**config.mk**
```make
export PLATFORM = sky130hd
export DESIGN_NAME = usart_tx_serializer
export DESIGN_NICKNAME = d
export VERILOG_FILES = /design/src/rtl/usart_tx_pkg.sv /design/src/rtl/usart_tx_holding.sv /design/src/rtl/usart_tx_framer.sv /design/src/rtl/usart_tx_slot_timer.sv /design/src/rtl/usart_tx_serializer.sv
export SDC_FILE = /design/constraint.sdc
export NUM_CORES = 1
export LEC_CHECK = 0
export BUFFER_PORTS_ARGS = -buffer_cell sky130_fd_sc_hd__clkbuf_2
export CAP_MARGIN = 25
export CORE_ASPECT_RATIO = 2
export CORE_MARGIN = 2
export CORE_UTILIZATION = 40
export CTS_CLUSTER_SIZE = 12
export DETAILED_ROUTE_END_ITERATION = 12
export PLACE_DENSITY = 0.56
export SYNTH_ARGS = -nofsm -noshare
export SYNTH_HDL_FRONTEND = slang
export SYNTH_SLANG_ARGS = --single-unit
```
**constraint.sdc**
```tcl
create_clock -name clk -period 8 [get_ports clk]
set_clock_uncertainty 0.1 [all_clocks]
set_input_delay 0.4 -clock clk [delete_from_list [all_inputs] [get_ports clk]]
set_output_delay 0.4 -clock clk [all_outputs]
set_load 0.05 [all_outputs]
```
**src/rtl/usart_tx_pkg.sv**
```systemverilog
package usart_tx_pkg;

  typedef enum logic [1:0] {
    STOP_ONE      = 2'd0,
    STOP_ONE_HALF = 2'd1,
    STOP_TWO      = 2'd2,
    STOP_TWO_ALT  = 2'd3
  } stop_e;

  typedef enum logic [1:0] {
    RATE_X1  = 2'd0,
    RATE_MID = 2'd1,
    RATE_HI  = 2'd2,
    RATE_ALT = 2'd3
  } rate_e;

endpackage

```
**src/rtl/usart_tx_holding.sv**
```systemverilog
module usart_tx_holding #(
  parameter int DATA_W = 8
) (
  input  logic              clk,
  input  logic              rst,
  input  logic              wr_valid,
  input  logic [DATA_W-1:0] wr_data,
  input  logic              take,
  output logic              full_q,
  output logic              full_d,
  output logic [DATA_W-1:0] data_q
);

  always_comb begin
    full_d = full_q;
    if (take)
      full_d = 1'b0;
    else if (wr_valid)
      full_d = 1'b1;
  end

  always_ff @(posedge clk) begin
    if (rst) begin
      full_q <= 1'b0;
      data_q <= '0;
    end else begin
      full_q <= full_d;
      if (wr_valid && !full_q)
        data_q <= wr_data;
    end
  end

endmodule

```
**src/rtl/usart_tx_framer.sv**
```systemverilog
module usart_tx_framer
  import usart_tx_pkg::*;
#(
  parameter int DATA_W  = 8,
  parameter int FRAME_W = DATA_W + 4,
  parameter int LEN_W   = $clog2(FRAME_W + 1)
) (
  input  logic               async_mode,
  input  logic [1:0]         len_code,
  input  logic               par_on,
  input  logic               par_even,
  input  logic [1:0]         stop_code,
  input  logic [DATA_W-1:0]  char_in,
  output logic [FRAME_W-1:0] frame,
  output logic [LEN_W-1:0]   frame_bits,
  output logic               half_stop
);

  localparam int MIN_BITS = DATA_W - 3;
  localparam int IDX_W    = $clog2(FRAME_W);

  logic [LEN_W-1:0]  dlen;
  logic [LEN_W-1:0]  off;
  logic [LEN_W-1:0]  stops;
  logic [DATA_W-1:0] keep;
  logic [DATA_W-1:0] masked;
  logic              par_bit;
  stop_e             stop_sel;

  assign dlen     = LEN_W'(MIN_BITS) + LEN_W'(len_code);
  assign off      = async_mode ? LEN_W'(1) : LEN_W'(0);
  assign stop_sel = stop_e'(stop_code);

  for (genvar i = 0; i < DATA_W; i++) begin : g_mask
    assign keep[i]   = (LEN_W'(i) < dlen);
    assign masked[i] = char_in[i] & keep[i];
  end

  assign par_bit = (^masked) ^ ~par_even;

  always_comb begin
    frame = '1;
    if (async_mode)
      frame[0] = 1'b0;
    for (int i = 0; i < DATA_W; i++) begin
      if (keep[i])
        frame[IDX_W'(off + LEN_W'(i))] = char_in[i];
    end
    if (par_on)
      frame[IDX_W'(off + dlen)] = par_bit;
  end

  always_comb begin
    stops = LEN_W'(0);
    if (async_mode)
      stops = (stop_sel == STOP_ONE) ? LEN_W'(1) : LEN_W'(2);
  end

  assign frame_bits = off + dlen + LEN_W'(par_on) + stops;
  assign half_stop  = async_mode && (stop_sel == STOP_ONE_HALF);

endmodule

```
**src/rtl/usart_tx_slot_timer.sv**
```systemverilog
module usart_tx_slot_timer #(
  parameter int CNT_W = 7
) (
  input  logic             clk,
  input  logic             rst,
  input  logic             adv,
  input  logic             clear,
  input  logic [CNT_W-1:0] slot_len,
  output logic             slot_end
);

  logic [CNT_W-1:0] cnt_q;

  assign slot_end = adv && !clear && (cnt_q == slot_len - CNT_W'(1));

  always_ff @(posedge clk) begin
    if (rst || clear)
      cnt_q <= '0;
    else if (adv)
      cnt_q <= slot_end ? '0 : cnt_q + CNT_W'(1);
  end

endmodule

```
**src/rtl/usart_tx_serializer.sv**
```systemverilog
module usart_tx_serializer
  import usart_tx_pkg::*;
#(
  parameter int DATA_W   = 8,
  parameter int FACT_MID = 16,
  parameter int FACT_HI  = 64
) (
  input  logic              clk,
  input  logic              rst,
  input  logic              tx_tick,
  input  logic              async_mode,
  input  logic [1:0]        len_code,
  input  logic              par_on,
  input  logic              par_even,
  input  logic [1:0]        stop_code,
  input  logic [1:0]        rate_code,
  input  logic              dual_sync,
  input  logic [DATA_W-1:0] sync_a,
  input  logic [DATA_W-1:0] sync_b,
  input  logic              tx_enable,
  input  logic              cts_n,
  input  logic              force_break,
  input  logic              wr_valid,
  input  logic [DATA_W-1:0] wr_data,
  output logic              line_out,
  output logic              hold_ready,
  output logic              all_sent
);

  localparam int FRAME_W = DATA_W + 4;
  localparam int LEN_W   = $clog2(FRAME_W + 1);
  localparam int CNT_W   = $clog2(FACT_HI) + 1;

  logic               en_ok;
  logic               hold_full, hold_full_d;
  logic [DATA_W-1:0]  hold_data;
  logic [DATA_W-1:0]  char_src;
  logic [FRAME_W-1:0] frame;
  logic [LEN_W-1:0]   frame_bits;
  logic               frame_half;
  logic [CNT_W-1:0]   rate_fact;
  logic [CNT_W-1:0]   slot_len;
  logic               slot_end, last_end, do_load;

  logic               busy_q, busy_d;
  logic               data_q, data_d;
  logic               half_q, half_d;
  logic               ph_q, ph_d;
  logic [CNT_W-1:0]   fact_q, fact_d;
  logic [FRAME_W-1:0] shreg_q, shreg_d;
  logic [LEN_W-1:0]   left_q, left_d;
  logic               line_d, empty_d;
  logic               empty_q;
  rate_e              rate_sel;

  assign en_ok    = tx_enable & ~cts_n;
  assign rate_sel = rate_e'(rate_code);

  always_comb begin
    case (rate_sel)
      RATE_X1:  rate_fact = CNT_W'(1);
      RATE_MID: rate_fact = CNT_W'(FACT_MID);
      default:  rate_fact = CNT_W'(FACT_HI);
    endcase
  end

  assign char_src = hold_full ? hold_data : (ph_q ? sync_b : sync_a);

  usart_tx_holding #(.DATA_W(DATA_W)) i_hold (
    .clk      (clk),
    .rst      (rst),
    .wr_valid (wr_valid),
    .wr_data  (wr_data),
    .take     (do_load && hold_full),
    .full_q   (hold_full),
    .full_d   (hold_full_d),
    .data_q   (hold_data)
  );

  usart_tx_framer #(.DATA_W(DATA_W), .FRAME_W(FRAME_W), .LEN_W(LEN_W)) i_framer (
    .async_mode (async_mode),
    .len_code   (len_code),
    .par_on     (par_on),
    .par_even   (par_even),
    .stop_code  (stop_code),
    .char_in    (char_src),
    .frame      (frame),
    .frame_bits (frame_bits),
    .half_stop  (frame_half)
  );

  assign slot_len = (half_q && left_q == LEN_W'(1)) ? (fact_q >> 1) : fact_q;

  usart_tx_slot_timer #(.CNT_W(CNT_W)) i_timer (
    .clk      (clk),
    .rst      (rst),
    .adv      (tx_tick),
    .clear    (!busy_q),
    .slot_len (slot_len),
    .slot_end (slot_end)
  );

  assign last_end = slot_end && (left_q == LEN_W'(1));
  assign do_load  = tx_tick && (!busy_q || last_end) && en_ok
                    && (hold_full || !async_mode);

  always_comb begin
    busy_d  = busy_q;
    data_d  = data_q;
    half_d  = half_q;
    ph_d    = ph_q;
    fact_d  = fact_q;
    shreg_d = shreg_q;
    left_d  = left_q;
    if (do_load) begin
      busy_d  = 1'b1;
      data_d  = hold_full;
      half_d  = frame_half && (rate_fact > CNT_W'(1));
      fact_d  = async_mode ? rate_fact : CNT_W'(1);
      shreg_d = frame;
      left_d  = frame_bits;
      ph_d    = hold_full ? 1'b0 : (dual_sync & ~ph_q);
    end else if (slot_end) begin
      if (left_q == LEN_W'(1)) begin
        busy_d = 1'b0;
      end else begin
        shreg_d = shreg_q >> 1;
        left_d  = left_q - LEN_W'(1);
      end
    end
    line_d  = force_break ? 1'b0 : (busy_d ? shreg_d[0] : 1'b1);
    empty_d = !(busy_d && data_d) && (!hold_full_d || !en_ok);
  end

  always_ff @(posedge clk) begin
    if (rst) begin
      busy_q   <= 1'b0;
      data_q   <= 1'b0;
      half_q   <= 1'b0;
      ph_q     <= 1'b0;
      fact_q   <= CNT_W'(1);
      shreg_q  <= '1;
      left_q   <= '0;
      line_out <= 1'b1;
      empty_q  <= 1'b1;
    end else begin
      busy_q   <= busy_d;
      data_q   <= data_d;
      half_q   <= half_d;
      ph_q     <= ph_d;
      fact_q   <= fact_d;
      shreg_q  <= shreg_d;
      left_q   <= left_d;
      line_out <= line_d;
      empty_q  <= empty_d;
    end
  end

  assign hold_ready = ~hold_full;
  assign all_sent   = empty_q;

endmodule

```
=== Word level (Yosys, flattened, before mapping) ===
Cells that the tools add are included.

* Word-level logic and storage cells: 172
* Output and inout bits: 3
* Input port bits: 41
* Flip-flop bits (word level): 45

* Mux-type cells: 61
* Equal/unequal tests: 5
* Reduce and logical (&&, ||, !) cells: 37
* Bitwise gates (word level): 15
* Add/sub/neg operators: 14
* Magnitude comparators: 27

{| class="wikitable"
|+ Operators with widths
! kind !! count
|-
| 2-to-1 mux 12 bit || 12
|-
| bitwise mux 12 bit || 9
|-
| < comparator 4 x 5 -> 1 bit, second input constant || 9
|-
| demux 1 bit (select 4 bit) || 9
|-
| greater-or-equal comparator 4 x 1 -> 1 bit, second input constant || 9
|-
| logical AND 1 bit || 22
|-
| 2-to-1 mux 7 bit || 3
|-
| 2-to-1 mux 1 bit || 20
|-
| adder 4 x 3 -> 4 bit, second input constant || 4
|-
| < comparator 3 x 4 -> 1 bit, first input constant || 4
|-
| 2-to-1 mux 4 bit || 4
|-
| 2-to-1 mux 8 bit || 2
|-
| case mux 7 bit (2 select lines) || 1
|-
| bitwise AND 1 bit || 10
|-
| adder 4 x 2 -> 4 bit, second input constant || 2
|-
| adder 4 bit || 2
|-
| < comparator 1 x 4 -> 1 bit, first input constant || 2
|-
| < comparator 2 x 4 -> 1 bit, first input constant || 2
|-
| XOR reduction 8 bit || 1
|-
| adder 7 x 1 -> 7 bit, second input constant || 1
|-
| == test 7 bit || 1
|-
| greater-than comparator 7 x 1 -> 1 bit, second input constant || 1
|-
| subtractor 7 x 1 -> 7 bit, second input constant || 1
|-
| logical NOT 1 bit || 6
|-
| other kinds (14) || 22
|}

=== Logic depth before layout (Yosys ltp) ===
* Depth after elaboration: 26
* Mapped depth: 11

=== By module ===
From an unflattened synthesis, not the netlist that was laid out.

* Cell total of the unflattened synthesis: 343
* Area total of the unflattened synthesis: 2901.5 um2

{| class="wikitable"
|+ By module, submodules not included
! module !! times used !! area an instance (um2) !! cells each
|-
| usart_tx_serializer || 1 || 1461.4 || 179
|-
| usart_tx_slot_timer || 1 || 544.3 || 60
|-
| usart_tx_framer || 1 || 504.2 || 66
|-
| usart_tx_holding || 1 || 391.6 || 38
|}

=== Worst setup path before layout ===
OpenSTA, ideal clock, no wires.

* Path type: flip-flop to flip-flop
* Start point: register i_hold.full_q
* End point: register shreg_q[4]
* Setup slack: 5.280 ns
* Arrival: 2.504 ns
* Clock period less this slack: 2.720 ns
* Cell stages (with the launch flop): 9
* Data required time: 7.784 ns
* Path through: dfxtp_1 > buf_2 > clkinv_4 > a211oi_1 > xnor3_1 > xnor3_2 > xnor2_4 > or3b_1 > a31o_1

* Word-level cells in the longest chain between the ends: 20

{| class="wikitable"
|+ Ends and longest elaborated chain
! what !! line !! source
|-
| start: declaration || usart_tx_holding.sv:9 || <nowiki>output logic full_q,</nowiki>
|-
| start signal: assignment || usart_tx_holding.sv:27 || <nowiki>full_q <= full_d;</nowiki>
|-
| 2-to-1 mux 8 bit || usart_tx_serializer.sv:67 || <nowiki>assign char_src = hold_full ? hold_data : (ph_q ? sync_b : sync_a);</nowiki>
|-
| bitwise mux 12 bit || usart_tx_framer.sv:47 || <nowiki>frame[IDX_W'(off + LEN_W'(i))] = char_in[i];</nowiki>
|-
| 2-to-1 mux 12 bit || usart_tx_framer.sv:46 || <nowiki>if (keep[i])</nowiki>
|-
| bitwise mux 12 bit || usart_tx_framer.sv:47 ||
|-
| 2-to-1 mux 12 bit || usart_tx_framer.sv:46 ||
|-
| bitwise mux 12 bit || usart_tx_framer.sv:47 ||
|-
| 2-to-1 mux 12 bit || usart_tx_framer.sv:46 ||
|-
| bitwise mux 12 bit || usart_tx_framer.sv:47 ||
|-
| (+4 left out) || - ||
|-
| 2-to-1 mux 12 bit || usart_tx_framer.sv:46 ||
|-
| bitwise mux 12 bit || usart_tx_framer.sv:47 ||
|-
| 2-to-1 mux 12 bit || usart_tx_framer.sv:46 ||
|-
| bitwise mux 12 bit || usart_tx_framer.sv:47 ||
|-
| 2-to-1 mux 12 bit || usart_tx_framer.sv:46 ||
|-
| bitwise mux 12 bit || usart_tx_framer.sv:50 || <nowiki>frame[IDX_W'(off + dlen)] = par_bit;</nowiki>
|-
| 2-to-1 mux 12 bit || usart_tx_framer.sv:49 || <nowiki>if (par_on)</nowiki>
|-
| 2-to-1 mux 12 bit || usart_tx_serializer.sv:115 || <nowiki>if (do_load) begin</nowiki>
|-
| end signal: assignment || usart_tx_serializer.sv:152 || <nowiki>shreg_q <= shreg_d;</nowiki>
|-
| end: declaration || usart_tx_serializer.sv:50 || <nowiki>logic [FRAME_W-1:0] shreg_q, shreg_d;</nowiki>
|}

Several ways; a longest one is shown, not always the timed one.
A chain may end at the register's enable or synchronous reset.

=== Worst setup path in the final report ===
* Start point: register left_q[0]
* End point: register shreg_q[4]

* Word-level cells in the longest chain between the ends: 13

{| class="wikitable"
|+ Ends and longest elaborated chain
! what !! line !! source
|-
| start: declaration || usart_tx_serializer.sv:51 || <nowiki>logic [LEN_W-1:0] left_q, left_d;</nowiki>
|-
| start signal: assignment || usart_tx_serializer.sv:153 || <nowiki>left_q <= left_d;</nowiki>
|-
| == test 4 x 1 -> 1 bit * || usart_tx_serializer.sv:92, usart_tx_serializer.sv:103, usart_tx_serializer.sv:124 ||
|-
| logical AND 1 bit || usart_tx_serializer.sv:92 || <nowiki>assign slot_len = (half_q && left_q == LEN_W'(1)) ? (fact_q >> 1) : fact_q;</nowiki>
|-
| 2-to-1 mux 7 bit || usart_tx_serializer.sv:92 ||
|-
| subtractor 7 x 1 -> 7 bit || usart_tx_slot_timer.sv:14 || <nowiki>assign slot_end = adv && !clear && (cnt_q == slot_len - CNT_W'(1));</nowiki>
|-
| == test 7 bit || usart_tx_slot_timer.sv:14 ||
|-
| logical AND 1 bit || usart_tx_slot_timer.sv:14 ||
|-
| logical AND 1 bit || usart_tx_serializer.sv:103 || <nowiki>assign last_end = slot_end && (left_q == LEN_W'(1));</nowiki>
|-
| logical OR 1 bit || usart_tx_serializer.sv:104 || <nowiki>assign do_load = tx_tick && (!busy_q || last_end) && en_ok</nowiki>
|-
| logical AND 1 bit (2 in series) || usart_tx_serializer.sv:104 ||
|-
| logical AND 1 bit || usart_tx_serializer.sv:105 || <nowiki>&& (hold_full || !async_mode);</nowiki>
|-
| != test 2 bit (no line) / nonzero test 2 bit (equally long branches) || - ||
|-
| AND reduction 2 bit (no line) || - ||
|}

Mark *: on every way between the ends. The rest lies on a longest branch, timed or not.

==> results.cfg <==
[status]
status = finished clean

[setup_path]
worst_r2r_endpoint = shreg_q[4]
crit_type = flip-flop to flip-flop
r2r_slack_ps = 4930
cp.arrival_ps = 3150
reg2reg_from = left_q[0]
crit_fanout = 22
worstPathRequired_ps = 8080
worstSetupStartpointType = flip-flop
end_kind = flip-flop
r2r_cells = 8

[clocking]
post-cts-setup-buffers = 0
cts_inserted_buffers = 5
cts.path.max_buffers = 2
path_clk_slew_ps = 60
cts_resized = 0
clk_latency_ps = 280
cts.sinks = 41
cts_tree = done
root_buffer = clkbuf_16
h-tree-depth = 2
cts_hold_buf = 0

[pwr]
p_per_area_mw_per_mm2 = 193
total_power_mw = 0.584
leakagePower_nw = 1.24
peakVddDrop_uv = 102

[final_layout]
final_core_util_pct = 47.8
fillers = 655
n_antenna_cell = 0
seqCellArea_um2 = 821
multiInputGateArea_mm2 = 0.00165
drive_above_1_share_pct = 22.9
fin_nets = 370
final_common_cell = clkbuf_2
layout_common_cells = 43 x clkbuf_2, 41 x dfxtp_1, 29 x nand2_1, 23 x nor2_1, 20 x mux2i_1
synthToLayoutAreaGrowth_pct = 16.4
final_cells = 405

[floorplanning]
core_area_mm2 = 0.00631
start_util_pct = 41.1
num_rows = 41
dieArea_mm2 = 0.00718
io_pins = 44
fp.dieH_um = 118
fp.dieW_um = 60.9

[logic_synthesis]
yosysSeqAreaShare_pct = 31.7
synth-edff-count = 0
syn-num-nets = 335
synthArstFlopShare_pct = 0
yosys_warnings = 0
ys_ff_latch = 41
avgSynthCellArea_um2 = 9.16
synthDistinctLibCells = 60
syn_inst = 283
synth-main-ff-cell = dfxtp_1
syn_area_mm2 = 0.00259

[grt]
grt_first_pass_wirelength_mm = 10.1
grt_overflow = 0
antenna_found_initial = 0
grt_max_degree = 36
grt_pass1_vias = 2134
grt.total_usage_pct = 18.5

[detailed_routing]
drtIter0Drc = 61
drc_errors = 0
routed_wl_mm = 6.00
viasPerCell = 5.29
wl_per_cell_um = 14.8
vias = 2143
first_pass_iters = 4
ant_nets = 0

[timing]
rsz0062_at_grt = false
fin_crit_sh_pct = 38.4
worstMarginPinSlew_ps = 941
fin_crit_ps = 3070
max_freq_ghz = 0.325
maxSlewHeadroom_pct = 37.1
setup_tns_ps = 0
setup_viol = 0
slew_viol_final = 0
finalHoldViolCount = 0

[place]
dp_cells = 397
gp_congestion = 0.731
portBuffers = 43
place_hpwl_mm = 4.64

[worst_hold_path]
worstHoldEndpoint = i_hold.data_q[6]
hp-start = wr_data[6]
hp-class = input port to flip-flop
hold_depth = 3

[flow_run]
cap_viol_max_count = 0
[state kept, by name, summed over array words and instances, names as in the netlist]
signal and flops:
left_q 4, data_q 1, busy_q 1, all_sent 1
i_hold.data_q 8, i_timer.cnt_q 7, i_hold.full_q 1, half_q 1
shreg_q 12, fact_q 3, ph_q 1, line_out 1
[power by group]
group / switching [mW] / internal [mW] / total [mW]
registers: 0.00768 / 0.214 / 0.221
clock network: 0.0841 / 0.156 / 0.240
logic: 0.0646 / 0.0579 / 0.122
total: 0.156 / 0.427 / 0.584
[cells in the mapped netlist (2+ instances only)]
master / number / area, um^2
o21ai_0: 4 / 20.0
buf_4: 2 / 15.0
nand2b_1: 5 / 31.3
buf_2: 6 / 30.0
mux2i_1: 20 / 200
xor2_1: 8 / 70.1
mux2_2: 8 / 90.1
nor2_1: 23 / 86.3
a221oi_1: 8 / 70.1
nand4b_1: 3 / 26.3
a21oi_1: 13 / 65.1
inv_1: 9 / 33.8
ha_1: 8 / 100
nor3b_1: 6 / 45.0
a211o_1: 5 / 43.8
dfxtp_1: 41 / 821
a211oi_1: 5 / 37.5
o21a_1: 2 / 15.0
nor2b_1: 9 / 56.3
clkbuf_1: 7 / 26.3
fa_1: 3 / 60.1
and3_1: 3 / 18.8
nand3_1: 8 / 40.0
and2_1: 2 / 12.5
a31oi_1: 3 / 18.8
a22oi_1: 2 / 15.0
nand2_1: 29 / 109
or2_2: 2 / 12.5
nor4_1: 2 / 12.5
xnor2_1: 6 / 52.6
a41oi_1: 2 / 17.5
[metrics by stage]
step           setup WS, ps  hold WS (ps)  instance area [um^2]
2_1_floorplan          5280           315                  2590
3_3_place_gp           4920           327                  2840
3_5_place_dp           4890           329                  2840
4_1_cts                4890           251                  3020
5_1_grt                4630           261                  3020
6_report               4930           251                  3020
[worst max path at each step]
stage | startpoint | endpoint | slack, ps | cells past startpoint
2_1_floorplan | i_hold.full_q | shreg_q[4] | 5280 | 8
4_1_cts | i_hold.full_q | shreg_q[4] | 4890 | 7
3_3_place_gp | i_hold.full_q | shreg_q[4] | 4920 | 7
5_1_grt | left_q[0] | left_q[3] | 4630 | 9
3_5_place_dp | len_code[0] | shreg_q[4] | 4890 | 9
6_report | left_q[0] | shreg_q[4] | 4930 | 8
[final cells by class]
type	count	area share (%)
multi-input cells	216	54.6
inverters	10	1.41
repair buffers	44	7.38
well taps	86	3.57
clock inverters	2	1.24
clock buffers	6	4.60
flip-flops and latches	41	27.2
[worst max-delay path: stages (launching register included)]
cell and delay (ps):
dfxtp_1 390, ha_1 190, nand4bb_1 230, a21oi_1 260, a221oi_2 110, o41ai_2 440
nand2_1 530, or3b_1 530, a31o_1 180
[metal layers]
layer  routed length [um]  up-vias  track usage (%)
li1                     -     1091                -
met5                    0        -                0
met1                 2190     1004             19.8
met2                 3520       39             34.1
met3                  160        9             2.53
met4                  127        0             7.34
[cell families (layout without fill, tap and decap cells)]
logic type | count (synthesis) | count (layout) | synth area share [%]
AND/OR/NAND/NOR | 100 | 100 | 19.8
adder cells (fa/ha/maj) | 11 | 11 | 6.18
flip-flops | 41 | 41 | 31.7
XOR/XNOR | 17 | 17 | 7.58
buffers and inverters | 26 | 62 | 4.83
multiplexers | 31 | 31 | 13.2
AO/OA/AOI/OAI | 57 | 57 | 16.7
(Power assumes the default switching activity.)
